### src/rtl/intc_pkg.sv
package intc_pkg;
  localparam int OFF_W      = 4;
  localparam int BANK_IDX_W = 8;

  localparam logic [OFF_W-1:0] OFF_EVENTS = 4'h0;
  localparam logic [OFF_W-1:0] OFF_MASK   = 4'h4;
  localparam logic [OFF_W-1:0] OFF_ACK    = 4'h8;
  localparam logic [OFF_W-1:0] OFF_LEVELS = 4'hC;

  typedef enum logic [1:0] {
    SRC_NONE,
    SRC_EVENTS,
    SRC_MASK,
    SRC_LEVELS
  } rdSrc_e;

  typedef struct packed {
    logic [BANK_IDX_W-1:0] bankIdx;
    logic                  maskWr;
    logic                  ackWr;
    logic                  rdEn;
    rdSrc_e                rdSrc;
  } ctrlStrobes_t;
endpackage

### src/rtl/intc_ctrl.sv
module intc_ctrl
  import intc_pkg::*;
#(
  parameter int ADDR_W    = 12,
  parameter int NUM_BANKS = 2,
  parameter int BASE_SLOT = 1
) (
  input  logic [ADDR_W-1:0] busAddr,
  input  logic              busWe,
  input  logic              busRe,
  output ctrlStrobes_t      strobes
);
  localparam int SLOT_W = ADDR_W - OFF_W;

  logic [SLOT_W-1:0] slot;
  logic [OFF_W-1:0]  offs;
  logic              bankHit;

  assign slot = busAddr[ADDR_W-1:OFF_W];
  assign offs = busAddr[OFF_W-1:0];

  // Only slots BASE_SLOT .. BASE_SLOT+NUM_BANKS-1 address a bank
  assign bankHit = (slot >= SLOT_W'(BASE_SLOT)) &&
                   (slot <  SLOT_W'(BASE_SLOT + NUM_BANKS));

  always_comb begin
    strobes.bankIdx = BANK_IDX_W'(slot - SLOT_W'(BASE_SLOT));
    strobes.maskWr  = 1'b0;
    strobes.ackWr   = 1'b0;
    strobes.rdEn    = busRe;
    strobes.rdSrc   = SRC_NONE;
    if (bankHit) begin
      case (offs)
        OFF_EVENTS: strobes.rdSrc = SRC_EVENTS;
        OFF_MASK: begin
          strobes.rdSrc  = SRC_MASK;
          strobes.maskWr = busWe;
        end
        OFF_ACK:    strobes.ackWr = busWe;
        OFF_LEVELS: strobes.rdSrc = SRC_LEVELS;
        default: ;
      endcase
    end
  end
endmodule

### src/rtl/intc_bank.sv
module intc_bank #(
  parameter int               BANK_W   = 32,
  parameter logic [BANK_W-1:0] LVL_MODE = '0
) (
  input  logic              clk,
  input  logic              rstN,
  input  logic [BANK_W-1:0] lineIn,
  input  logic              maskWr,
  input  logic              ackWr,
  input  logic [BANK_W-1:0] wrData,
  output logic [BANK_W-1:0] evOut,
  output logic [BANK_W-1:0] maskOut,
  output logic [BANK_W-1:0] lvlOut,
  output logic              pendAny
);
  logic [BANK_W-1:0] riseBits;
  logic [BANK_W-1:0] ackBits;
  logic [BANK_W-1:0] evNext;

  // lvlOut doubles as the previous sample for edge detection
  assign riseBits = lineIn & ~lvlOut;
  assign ackBits  = ackWr ? (wrData & ~LVL_MODE) : '0;
  // set after clear: a new edge beats an acknowledge in the same cycle
  assign evNext   = (evOut & ~ackBits) | (riseBits & ~LVL_MODE);

  always_ff @(posedge clk or negedge rstN) begin
    if (!rstN) begin
      evOut   <= '0;
      maskOut <= '0;
      lvlOut  <= '0;
    end else begin
      lvlOut <= lineIn;
      evOut  <= evNext;
      if (maskWr) maskOut <= wrData;
    end
  end

  assign pendAny = |((evOut | (lvlOut & LVL_MODE)) & maskOut);
endmodule

### src/rtl/intc_datapath.sv
module intc_datapath
  import intc_pkg::*;
#(
  parameter int                          BANK_W    = 32,
  parameter int                          NUM_BANKS = 2,
  parameter logic [NUM_BANKS*BANK_W-1:0] LVL_MODE  = '0
) (
  input  logic                        clk,
  input  logic                        rstN,
  input  ctrlStrobes_t                strobes,
  input  logic [BANK_W-1:0]           busWdata,
  input  logic [NUM_BANKS*BANK_W-1:0] irqIn,
  output logic [BANK_W-1:0]           busRdata,
  output logic                        cpuIrq,
  output logic [NUM_BANKS*BANK_W-1:0] eventsLine,
  output logic [NUM_BANKS*BANK_W-1:0] levelsLine,
  output logic [NUM_BANKS*BANK_W-1:0] maskLine,
  output logic [NUM_BANKS*BANK_W-1:0] modeLine
);
  logic [BANK_W-1:0]    bankEv   [NUM_BANKS];
  logic [BANK_W-1:0]    bankMask [NUM_BANKS];
  logic [BANK_W-1:0]    bankLvl  [NUM_BANKS];
  logic [NUM_BANKS-1:0] bankPend;
  logic [BANK_W-1:0]    rdMux;

  for (genvar b = 0; b < NUM_BANKS; b++) begin : g_bank
    // lower line numbers land in the highest bank
    localparam int LINE_BASE = (NUM_BANKS - 1 - b) * BANK_W;
    logic selHere;
    assign selHere = (strobes.bankIdx == BANK_IDX_W'(b));

    intc_bank #(
      .BANK_W  (BANK_W),
      .LVL_MODE(LVL_MODE[b*BANK_W +: BANK_W])
    ) u_bank (
      .clk    (clk),
      .rstN   (rstN),
      .lineIn (irqIn[LINE_BASE +: BANK_W]),
      .maskWr (strobes.maskWr && selHere),
      .ackWr  (strobes.ackWr && selHere),
      .wrData (busWdata),
      .evOut  (bankEv[b]),
      .maskOut(bankMask[b]),
      .lvlOut (bankLvl[b]),
      .pendAny(bankPend[b])
    );

    assign eventsLine[LINE_BASE +: BANK_W] = bankEv[b];
    assign levelsLine[LINE_BASE +: BANK_W] = bankLvl[b];
    assign maskLine[LINE_BASE +: BANK_W]   = bankMask[b];
    assign modeLine[LINE_BASE +: BANK_W]   = LVL_MODE[b*BANK_W +: BANK_W];
  end

  always_comb begin
    rdMux = '0;
    for (int b = 0; b < NUM_BANKS; b++) begin
      if (strobes.bankIdx == BANK_IDX_W'(b)) begin
        case (strobes.rdSrc)
          SRC_EVENTS: rdMux = bankEv[b];
          SRC_MASK:   rdMux = bankMask[b];
          SRC_LEVELS: rdMux = bankLvl[b];
          default:    rdMux = '0;
        endcase
      end
    end
  end

  always_ff @(posedge clk or negedge rstN) begin
    if (!rstN) begin
      busRdata <= '0;
      cpuIrq   <= 1'b0;
    end else begin
      if (strobes.rdEn) busRdata <= rdMux;
      cpuIrq <= |bankPend;
    end
  end
endmodule

### src/rtl/dual_bank_intc.sv
module dual_bank_intc
  import intc_pkg::*;
#(
  parameter int                          ADDR_W    = 12,
  parameter int                          BANK_W    = 32,
  parameter int                          NUM_BANKS = 2,
  parameter int                          BASE_SLOT = 1,
  parameter logic [NUM_BANKS*BANK_W-1:0] LVL_MODE  = 64'h1FF00000_00000000
) (
  input  logic                        clk,
  input  logic                        rstN,
  input  logic [ADDR_W-1:0]           busAddr,
  input  logic                        busWe,
  input  logic [BANK_W-1:0]           busWdata,
  input  logic                        busRe,
  output logic [BANK_W-1:0]           busRdata,
  input  logic [NUM_BANKS*BANK_W-1:0] irqIn,
  output logic                        cpuIrq
);
  localparam int LINES = NUM_BANKS * BANK_W;

  ctrlStrobes_t     strobes;
  logic [LINES-1:0] eventsLine;
  logic [LINES-1:0] levelsLine;
  logic [LINES-1:0] maskLine;
  logic [LINES-1:0] modeLine;

  intc_ctrl #(
    .ADDR_W   (ADDR_W),
    .NUM_BANKS(NUM_BANKS),
    .BASE_SLOT(BASE_SLOT)
  ) u_ctrl (
    .busAddr(busAddr),
    .busWe  (busWe),
    .busRe  (busRe),
    .strobes(strobes)
  );

  intc_datapath #(
    .BANK_W   (BANK_W),
    .NUM_BANKS(NUM_BANKS),
    .LVL_MODE (LVL_MODE)
  ) u_dp (
    .clk       (clk),
    .rstN      (rstN),
    .strobes   (strobes),
    .busWdata  (busWdata),
    .irqIn     (irqIn),
    .busRdata  (busRdata),
    .cpuIrq    (cpuIrq),
    .eventsLine(eventsLine),
    .levelsLine(levelsLine),
    .maskLine  (maskLine),
    .modeLine  (modeLine)
  );
endmodule

### config.mk
export PLATFORM = sky130hd
export DESIGN_NAME = dual_bank_intc
export DESIGN_NICKNAME = d
export VERILOG_FILES = /design/src/rtl/intc_pkg.sv /design/src/rtl/intc_ctrl.sv /design/src/rtl/intc_bank.sv /design/src/rtl/intc_datapath.sv /design/src/rtl/dual_bank_intc.sv
export SDC_FILE = /design/constraint.sdc
export NUM_CORES = 1
export LEC_CHECK = 0
export CAP_MARGIN = 20
export CELL_PAD_IN_SITES_DETAIL_PLACEMENT = 1
export CELL_PAD_IN_SITES_GLOBAL_PLACEMENT = 1
export CORE_AREA = 2 2 149 151
export CTS_CLUSTER_DIAMETER = 40
export DETAILED_ROUTE_END_ITERATION = 16
export DIE_AREA = 0 0 151 153
export PLACE_DENSITY_LB_ADDON = 0.1
export RECOVER_POWER = 25
export SLEW_MARGIN = 20
export SYNTH_ARGS = -nofsm -noshare
export SYNTH_HDL_FRONTEND = slang
export SYNTH_SLANG_ARGS = --single-unit
### constraint.sdc
create_clock -name clk -period 4.2 [get_ports clk]
set_input_delay 0.42 -clock clk [delete_from_list [all_inputs] [get_ports clk]]
set_output_delay 0.42 -clock clk [all_outputs]
set_load 0.02 [all_outputs]
==> results of run 1 <==
[path summary, 6_finish.rpt]
| check | start | endpoint | slack (ns) |
|---|---|---|---|
| worst max-delay path | rstN | u_dp.g_bank[0].u_bank.evOut[17] | 1.46 |
| worst min-delay path | irqIn[22] | u_dp.g_bank[1].u_bank.lvlOut[22] | 0.48 |
| worst max register to register | u_dp.g_bank[1].u_bank.evOut[14] | u_dp.cpuIrq | 2.02 |
| worst min register to register | u_dp.busRdata[28] | u_dp.busRdata[28] | 0.50 |
| max in group clk | busAddr[4] | u_dp.g_bank[1].u_bank.maskOut[18] | 1.51 |
| min in group asynchronous | rstN | u_dp.g_bank[1].u_bank.lvlOut[13] | 1.10 |
[synthesized netlist by cell type]
cell type,count,area [µm²]
nor2_2,1,6.26
nor3_4,2,32.5
and4_1,1,8.76
mux2i_1,31,310
a41o_1,21,210
a221oi_1,16,140
nand3_1,2,10.0
mux2_2,73,822
a22o_1,71,622
or3b_1,2,17.5
nand4_1,4,25.0
nor4b_1,1,8.76
or3_1,2,12.5
nand2_1,66,248
clkbuf_1,15,56.3
o221ai_1,10,87.6
xnor2_1,1,8.76
nor2b_1,22,138
a2bb2oi_1,1,8.76
nor3_1,1,5.00
mux2_1,24,270
and2_1,1,6.26
nor2_1,2,7.51
and3_1,2,12.5
buf_4,4,30.0
nor3_2,3,30.0
o21ai_0,7,35.0
buf_6,6,67.6
o21ai_1,17,85.1
nor4_1,1,6.26
a22oi_1,54,405
dfrtp_1,216,5410
buf_2,20,100
inv_1,58,218
or4_1,1,7.51
nand3b_1,1,7.51
nor4_2,1,12.5
[cell type report]
class / instances / area, µm²
fill: 2135 / 9090
multi-input combinational: 442 / 3610
inverter: 58 / 218
sequential: 216 / 5410
tap: 280 / 350
clock inverter: 16 / 204
timing repair buffer: 162 / 1610
clock buffer: 46 / 1000
[sequential cells by signal, summed over array words and instances (netlist names)]
name                        count
u_dp.g_bank.u_bank.maskOut     64
u_dp.g_bank.u_bank.evOut       55
u_dp.busRdata                  32
u_dp.g_bank.u_bank.lvlOut      64
u_dp.cpuIrq                     1
[cell families (layout without fill, tap and decap cells)]
logic type / after synthesis / count (layout)
xor gates and xnor gates: 1 / 1
muxes: 128 / 128
DFF: 216 / 216
and+or+nand+nor: 116 / 116
buffers and inverters: 103 / 282
AOI/OAI and AO/OA: 197 / 197
[cell usage in the layout (no fill, tap or decap), types with 10 or more instances in the layout]
cell / netlist / routed
dfrtp_1: 216 / 216
clkdlybuf4s50_1: 0 / 78
mux2_2: 73 / 73
a22o_1: 71 / 71
nand2_1: 66 / 66
dlygate4sd3_1: 0 / 65
inv_1: 58 / 58
a22oi_1: 54 / 54
clkbuf_16: 0 / 37
mux2i_1: 31 / 31
mux2_1: 24 / 24
nor2b_1: 22 / 22
a41o_1: 21 / 21
o21ai_1: 17 / 17
a221oi_1: 16 / 16
buf_4: 4 / 15
o221ai_1: 10 / 10
[stage by stage]
stage                     std cells  power, mW  setup slack, ns  hold slack [ns]  cell area, µm²
after global placement         1157       2.48             1.11            0.455           11200
after detailed placement       1157       2.49             1.03            0.458           11200
after CTS                      1220       5.44             1.54            0.352           12400
after floorplan                 761       2.26             2.32            0.124            9480
final                          1220       5.39             1.46            0.479           12400
after global routing           1220       5.55            0.994            0.474           12400
[metal layers]
layer	GRT usage (%)	share of wire, %
met1	38.0	43
met2	45.8	48
met3	5.25	6.2
met4	9.88	3.4
met5	0	0
[power groups by stage]
stage	sequential (mW)	combinational (mW)	clock, mW
2_1_floorplan	2.17	0.0988	0
3_3_place_gp	2.17	0.306	0
3_5_place_dp	2.17	0.316	0
4_1_cts	2.14	0.320	2.98
5_1_grt	2.14	0.328	3.08
6_report	2.14	0.304	2.95
==> run_results.csv, run 1 <==
group,metric,value,unit
detailed_routing,wl_per_cell,26.0,µm
detailed_routing,num_vias,7285,
sta,finalSetupViolations,0,
detailed_routing,ant_nets,0,
clock_network,cts_setup_buffers,0,
logic_synthesis,synth_area,9480,µm²
worst_setup_path,path_buf_inv,3,
logic_synthesis,yosys_warnings,0,
floorplanning,die_area,23100,µm²
worst_setup_path,path_cells,"dlygate4sd3_1, clkbuf_2, buf_4",
power,combPwrFrac,5.6,%
sta,tns,0,ns
logic_synthesis,post_synth_inst_count,761,
grt,grt_max_degree,87,
worst_setup_path,critPathArrivalTime,3.30,ns
power,p_leak,5.71,nW
floorplanning,core_area,21500,µm²
worst_setup_path,reg2reg_depth,4,
sta,hold_viol_final,0,
logic_synthesis,yosysSeqAreaShare,57.0,%
grt,grt-ovfl-total,0,
floorplanning,num_rows,54,
floorplanning,dieHeight,153,µm
hold_path,whs_path_depth,1,
grt,grt_pass1_wl,49000,µm
detailed_routing,wl,31700,µm
power,ir_drop,326,µV
grt,antenna_found_initial,0,
clock_network,htree_num_levels,2,
detailed_routing,dr.first_iter.drc_count,366,
floorplanning,ioPinCount,145,
clock_network,cts_tree,"done",
worst_setup_path,crit_slowest_cell,"clkbuf_2",
logic_synthesis,synth_area_per_cell,12.5,µm²
worst_setup_path,crit_fanout,86,
worst_setup_path,startpoint_type,"input pin",
logic_synthesis,synth.ff_latch_count,216,
logic_synthesis,muxShareOfSynthArea,14.8,%
grt,grtUsageTotal,28.2,%
power,p_int,4.18,mW
sta,fin_crit,2.74,ns
logic_synthesis,synth_cell_types,37,
place,place_congestion,0.846,
outcome,violations,"max-capacitance violations, max-slew violations",
floorplanning,die_w,151,µm
detailed_routing,viasPerCell,5.97,
power,cellPowerDensity,435,nW/µm²
power,power_frac_clock,54.7,%
clock_network,clock_sinks,216,
clock_network,cts-root-buf,"clkbuf_16",
clock_network,clkTransAtPathRegs,0.05,ns
run,drv_cap,1,
place,io_buffer_count,144,
detailed_routing,firstDrtPassIters,4,
grt,first_global_vias,8108,
place,dpl.hpwl,20800,µm
layout,postLayoutCoreUtil,57.7,%
sta,relSlewSlack,-47.1,%
sta,fmax,365,MHz
hold_path,min_path_type,"in2reg",
clock_network,post_cts_resized,0,
layout,syn2layout_area_growth,30.7,%
clock_network,cts_buffers,36,
power,p_sw,1.21,mW
logic_synthesis,synth_xor_area_share,0.0923,%
floorplanning,initial_utilization,44.1,%
layout,diodes,0,
clock_network,hold_buffers,1,
logic_synthesis,synth_top_family_by_area,"compound AO/OA/AOI/OAI gates",
sta,skew,0.0115,ns
sta,period_share,65.2,%
logic_synthesis,synthAdderAreaFrac,0,%
logic_synthesis,synthesis.nets,873,
worst_setup_path,crit_family,"buffers and inverters",
worst_setup_path,critPathRequiredTime,4.76,ns
logic_synthesis,synthSimpleGateAreaFrac,6.35,%
clock_network,clk_latency,0.50,ns
worst_setup_path,cp.depth,3,
detailed_routing,drc,0,
power,sw_frac_of_total,22.5,%
layout,post_route_cells_drive_above_1_share,16.6,%
worst_setup_path,crit_type,"in2async",
sta,slew_viol_final,86,
power,p_seq_share,39.7,%
outcome,status,"finished with violations",
worst_setup_path,end_kind,"async pin",
worst_setup_path,max_stage_delay,1.53,ns
clock_network,cts_buffer_depth,3,
sta,rsz0062_at_grt,"false",
logic_synthesis,synth_compound_area_share,16.8,%
layout,nets,1028,
sta,worstMarginPinSlew,2.21,ns
Note: power is estimated with default switching activity, not from simulation.
==> run 2: changes to the inputs <==
Settings changed: CORE_AREA 2 2 149 151 to 2 2 159 161, DIE_AREA 0 0 151 153 to 0 0 161 163.
Clock period 4.2 ns to 2.4 ns, I/O delays scaled along.
==> run 2 against run 1 <==
Against the previous run: die area rose by 14%; largest cell class unchanged; critical path type is now reg2reg; routed wire length rose by 2.0%; sequential share of layout area fell by 1.4 points; total power rose by 81%; core utilization fell by 5.8 points; clock-buffer cell count rose by 1; flip-flop and latch count did not move; first-iteration DRC count fell by 5.2%; the run now ends clean; register-to-register slack got worse by 1.8 ns; clock power rose by 85%; cell area rose by 3.4%.
==> run_results.csv, run 2 (same netlist as run 1, synthesis figures left out) <==
group,metric,value,unit
clock_network,clkTransAtPathRegs,0.05,ns
detailed_routing,num_vias,7334,
layout,syn2layout_area_growth,35.2,%
layout,diodes,0,
layout,reg_top3,"u_dp.g_bank.u_bank.lvlOut (64), u_dp.g_bank.u_bank.maskOut (64), u_dp.g_bank.u_bank.evOut (55)",
floorplanning,die_w,161,µm
clock_network,clk_latency,0.51,ns
sta,period_share,89.8,%
worst_setup_path,startpoint_type,"flip-flop",
power,p_leak,5.90,nW
clock_network,cts_buffer_depth,3,
sta,hold_viol_final,0,
clock_network,cts_buffers,37,
grt,grtUsageTotal,25.4,%
worst_setup_path,max_stage_delay,0.56,ns
hold_path,min_path_type,"in2reg",
floorplanning,initial_utilization,38.4,%
floorplanning,ioPinCount,145,
worst_setup_path,r2r-end,"u_dp.cpuIrq",
place,post-place-ws,0.0974,ns
outcome,status,"completed",
sta,finalSetupViolations,0,
clock_network,post_cts_resized,0,
place,io_buffer_count,144,
sta,skew,0.0120,ns
layout,post_route_cells_drive_above_1_share,18.5,%
layout,final_common_cell,"dfrtp_1",
power,cellPowerDensity,761,nW/µm²
worst_setup_path,crit_type,"reg2reg",
worst_setup_path,reg2reg_depth,5,
floorplanning,die_area,26200,µm²
detailed_routing,wl_per_cell,25.0,µm
grt,grt_max_degree,78,
detailed_routing,viasPerCell,5.68,
worst_setup_path,crit_fanout,3,
clock_network,htree_num_levels,2,
detailed_routing,drc,0,
hold_path,whs_path_depth,1,
sta,tns,0,ns
worst_setup_path,crit-reg2reg-launch,"u_dp.g_bank[0].u_bank.evOut[26]",
grt,first_global_vias,8384,
detailed_routing,ant_nets,0,
sta,fmax,464,MHz
sta,relSlewSlack,19.3,%
clock_network,clock_sinks,216,
sta,setup_slack,0.246,ns
place,dpl.hpwl,21800,µm
sta,fin_crit,2.15,ns
grt,antenna_found_initial,0,
detailed_routing,dr.first_iter.drc_count,347,
sta,slew_viol_final,0,
place,place_congestion,0.830,
worst_setup_path,path_cells,"a22o_1, a221oi_1, buf_4, nand4_1, or4_1",
worst_setup_path,end_kind,"flip-flop",
layout,most-common-layout-cells,"dfrtp_1 (216), clkdlybuf4s50_1 (78), mux2_2 (73)",
layout,nets,1046,
detailed_routing,firstDrtPassIters,5,
power,ir_drop,408,µV
grt,grt-ovfl-total,0,
hold_path,min-delay-start,"irqIn[27]",
sta,rsz0062_at_grt,"false",
worst_setup_path,critPathArrivalTime,2.51,ns
floorplanning,core_area,24700,µm²
worst_setup_path,reg2reg_slack,0.25,ns
clock_network,cts_tree,"done",
grt,grt_pass1_wl,50500,µm
floorplanning,dieHeight,163,µm
floorplanning,num_rows,58,
sta,worstMarginPinSlew,1.21,ns
worst_setup_path,crit_slowest_cell,"or4_1",
run,drv_cap,0,
worst_setup_path,critPathRequiredTime,2.76,ns
detailed_routing,wl,32300,µm
hold_path,hold_end,"u_dp.g_bank[1].u_bank.lvlOut[27]",
clock_network,cts-root-buf,"clkbuf_16",
## run 2: cell types whose count changed in the layout (fill, tap and decap cells not counted), sizes merged
cell	change
buf	+17
inv	+3
clkinv	+2
clkinvlp	-2
bufinv	+1
clkbuf	+1
## run 2: worst max-delay path by stage
stage | from | endpoint | slack (ns)
CTS | u_dp.g_bank[0].u_bank.evOut[26] | u_dp.cpuIrq | 0.26
global route | u_dp.g_bank[0].u_bank.evOut[26] | u_dp.cpuIrq | 0.17
floorplan | busAddr[2] | u_dp.g_bank[0].u_bank.maskOut[21] | 0.70
global placement | busAddr[5] | u_dp.g_bank[1].u_bank.maskOut[8] | 0.15
detailed placement | busAddr[4] | u_dp.busRdata[26] | 0.1
finish | u_dp.g_bank[0].u_bank.evOut[26] | u_dp.cpuIrq | 0.25
## run 2: repair_timing
item / CTS / global route
hold endpoints to repair: 72 / 0
buffers inserted: 0 / 0
hold buffers: 1 / 0
endpoints found under the setup margin: 0 / 0
## run 2: worst max-delay path: cells and delay by family, from the launching register on
| kind | cells | cell delay, ns |
|---|---|---|
| AOI/OAI and AO/OA | 2 | 0.74 |
| DFF | 1 | 0.41 |
| and+or+nand+nor | 2 | 0.65 |
| buffers and inverters | 1 | 0.21 |
## run 2: area by class of cell
type,instances,area [µm²]
multi-input cells,442,3620
fillers,2518,11900
inverters,58,218
repair buffers,179,1880
flip-flops and latches,216,5410
clock buffers,47,1040
well taps,330,413
clock inverters,20,251
## run 2: power by group
| part | switching [mW] | internal (mW) | total [mW] | leakage [nW] |
|---|---|---|---|---|
| Sequential | 0.0361 | 3.71 | 3.74 | 2.58 |
| Combinational | 0.301 | 0.258 | 0.559 | 2.69 |
| Clock | 1.85 | 3.61 | 5.45 | 0.629 |
| Total | 2.18 | 7.57 | 9.75 | 5.90 |
## run 2: metrics by stage
step | area, µm² | hold WS, ns | instances | power (mW) | util, %
after floorplan | 9480 | -0.0556 | 761 | 3.96 | -
after global placement | 11500 | 0.280 | 1224 | 4.37 | 46.7
after detailed placement | 11500 | 0.288 | 1224 | 4.38 | 46.7
after CTS | 12800 | 0.166 | 1292 | 9.88 | 52.0
after global routing | 12800 | 0.275 | 1292 | 10.1 | 52.0
final | 12800 | 0.291 | 1292 | 9.75 | 52.0
## run 2: routing by layer
layer | up-vias | track usage (%) | wire length, µm
li1 | 3175 | - | -
met1 | 3875 | 34.2 | 14400
met2 | 219 | 41.8 | 15400
met3 | 65 | 4.13 | 1610
met4 | 0 | 8.73 | 881
met5 | - | 0 | 0
==> run 3: changes to the inputs <==
Settings changed: CORE_AREA 2 2 159 161 to 2 2 164 166, DIE_AREA 0 0 161 163 to 0 0 166 168.
==> run 3 against run 2 <==
Against the previous run: clock power shrank 0.7%; worst setup slack lost 0.072 ns; clock-buffer cell count grew 6; sequential share of layout area is essentially flat; largest power group unchanged; global-route usage shrank 1.4 points; first-iteration DRC count grew 6.1%; core utilization shrank 3.3 points; sequential power is essentially flat; die area grew 6.3%; highest routed layer unchanged; total power shrank 0.35%; worst hold slack lost 0.0022 ns; critical path depth shrank 1.
==> run_results.csv, run 3 (same netlist as run 1, synthesis figures left out) <==
group,metric,value,unit
grt,first_global_vias,8270,
floorplanning,num_rows,60,
worst_setup_path,critPathRequiredTime,2.76,ns
worst_setup_path,end_kind,"flip-flop",
grt,grtUsageTotal,23.9,%
layout,most-common-layout-cells,"dfrtp_1 (216), clkdlybuf4s50_1 (78), mux2_2 (73)",
layout,nFillCells,2718,
place,place_congestion,0.811,
clock_network,cts_buffer_depth,3,
floorplanning,initial_utilization,36.0,%
detailed_routing,dr.first_iter.drc_count,368,
clock_network,clkTransAtPathRegs,0.05,ns
layout,reg_top3,"u_dp.g_bank.u_bank.lvlOut (64), u_dp.g_bank.u_bank.maskOut (64), u_dp.g_bank.u_bank.evOut (55)",
clock_network,clock_sinks,216,
place,io_buffer_count,144,
sta,tns,0,ns
sta,finalSetupViolations,0,
floorplanning,core_area,26400,µm²
layout,syn2layout_area_growth,35.1,%
place,dpl.hpwl,21800,µm
power,power,9.72,mW
worst_setup_path,critPathArrivalTime,2.58,ns
detailed_routing,ant_nets,0,
grt,grt_pass1_wl,51000,µm
worst_setup_path,max_stage_delay,0.61,ns
power,p_leak,5.87,nW
detailed_routing,firstDrtPassIters,4,
clock_network,cts_tree,"done",
worst_setup_path,startpoint_type,"flip-flop",
sta,hold_viol_final,0,
worst_setup_path,crit_slowest_cell,"or4_1",
floorplanning,ioPinCount,145,
sta,skew,0.0212,ns
clock_network,cts_buffers,37,
grt,antenna_found_initial,0,
detailed_routing,viasPerCell,5.60,
detailed_routing,wl_per_cell,25.0,µm
floorplanning,die_area,27900,µm²
layout,final_common_cell,"dfrtp_1",
clock_network,clk_latency,0.51,ns
floorplanning,dieHeight,168,µm
clock_network,cts-root-buf,"clkbuf_16",
detailed_routing,drc,0,
detailed_routing,num_vias,7305,
layout,multiInputGateArea,3610,µm²
layout,diodes,0,
clock_network,hold_buffers,1,
sta,fin_crit,2.23,ns
layout,post_route_cells_drive_above_1_share,18.3,%
power,cellPowerDensity,758,nW/µm²
detailed_routing,wl,32700,µm
sta,relSlewSlack,20.6,%
clock_network,cts_setup_buffers,0,
floorplanning,die_w,166,µm
power,ir_drop,501,µV
run,drv_cap,0,
sta,fmax,449,MHz
worst_setup_path,crit_family,"simple AND/OR/NAND/NOR gates",
sta,period_share,92.8,%
sta,slew_viol_final,0,
worst_setup_path,crit_fanout,3,
worst_setup_path,path_cells,"a22o_1, a221oi_1, nand4_1, or4_1",
worst_setup_path,crit_type,"reg2reg",
layout,register_area,5410,µm²
clock_network,htree_num_levels,2,
hold_path,min_path_type,"in2reg",
clock_network,post_cts_resized,0,
sta,rsz0062_at_grt,"false",
outcome,status,"completed",
sta,worstMarginPinSlew,1.19,ns
grt,grt-ovfl-total,0,
worst_setup_path,path_buf_inv,0,
layout,nets,1046,
grt,grt_max_degree,79,
[run 3: final timing paths]
kind,start,end,cells past startpoint,slack (ns)
worst min-delay path,irqIn[23],u_dp.g_bank[1].u_bank.lvlOut[23],1,0.29
worst max-delay path,u_dp.g_bank[1].u_bank.evOut[14],u_dp.cpuIrq,4,0.17
max in group asynchronous,rstN,u_dp.g_bank[0].u_bank.maskOut[15],3,0.86
worst max register to register,u_dp.g_bank[1].u_bank.evOut[14],u_dp.cpuIrq,4,0.17
min in group asynchronous,rstN,u_dp.g_bank[1].u_bank.lvlOut[23],2,0.53
worst min register to register,u_dp.busRdata[28],u_dp.busRdata[28],2,0.51
[run 3: worst reg2reg max path, stage by stage, from the launching register on]
cell and delay, ns:
dfrtp_1 0.45, a22o_1 0.29, a221oi_1 0.42, nand4_1 0.31, or4_1 0.61
[run 3: per-stage QoR]
step	utilization [%]	cells	hold WS (ns)	cell area [µm²]	worst slack [ns]
floorplan	-	761	-0.0556	9480	0.704
global placement	43.7	1235	0.273	11500	0.165
detailed placement	43.7	1235	0.278	11500	0.123
CTS	48.7	1304	0.164	12800	0.219
finish	48.6	1304	0.288	12800	0.173
global route	48.6	1304	0.291	12800	0.196
[run 3: power by group]
group          leakage, nW  switching [mW]  internal (mW)
sequential            2.58          0.0348           3.71
clock                0.623            1.82           3.59
combinational         2.67           0.309          0.257
total                 5.87            2.16           7.56
[run 3: layout make-up]
cell class	instances	area share, %
clock buffers	53	8.49
clock inverters	15	1.57
inverters	58	1.70
multi-input cells	442	28.2
flip-flops and latches	216	42.2
well taps	341	3.33
repair buffers	179	14.5
[run 3: metal layers]
layer | track usage, % | up-vias | part of all wire [%]
met5 | 0 | - | 0
met4 | 6.05 | 0 | 2.0
met3 | 3.76 | 48 | 4.5
met2 | 41.2 | 197 | 50
met1 | 31.8 | 3878 | 44
li1 | - | 3182 | -
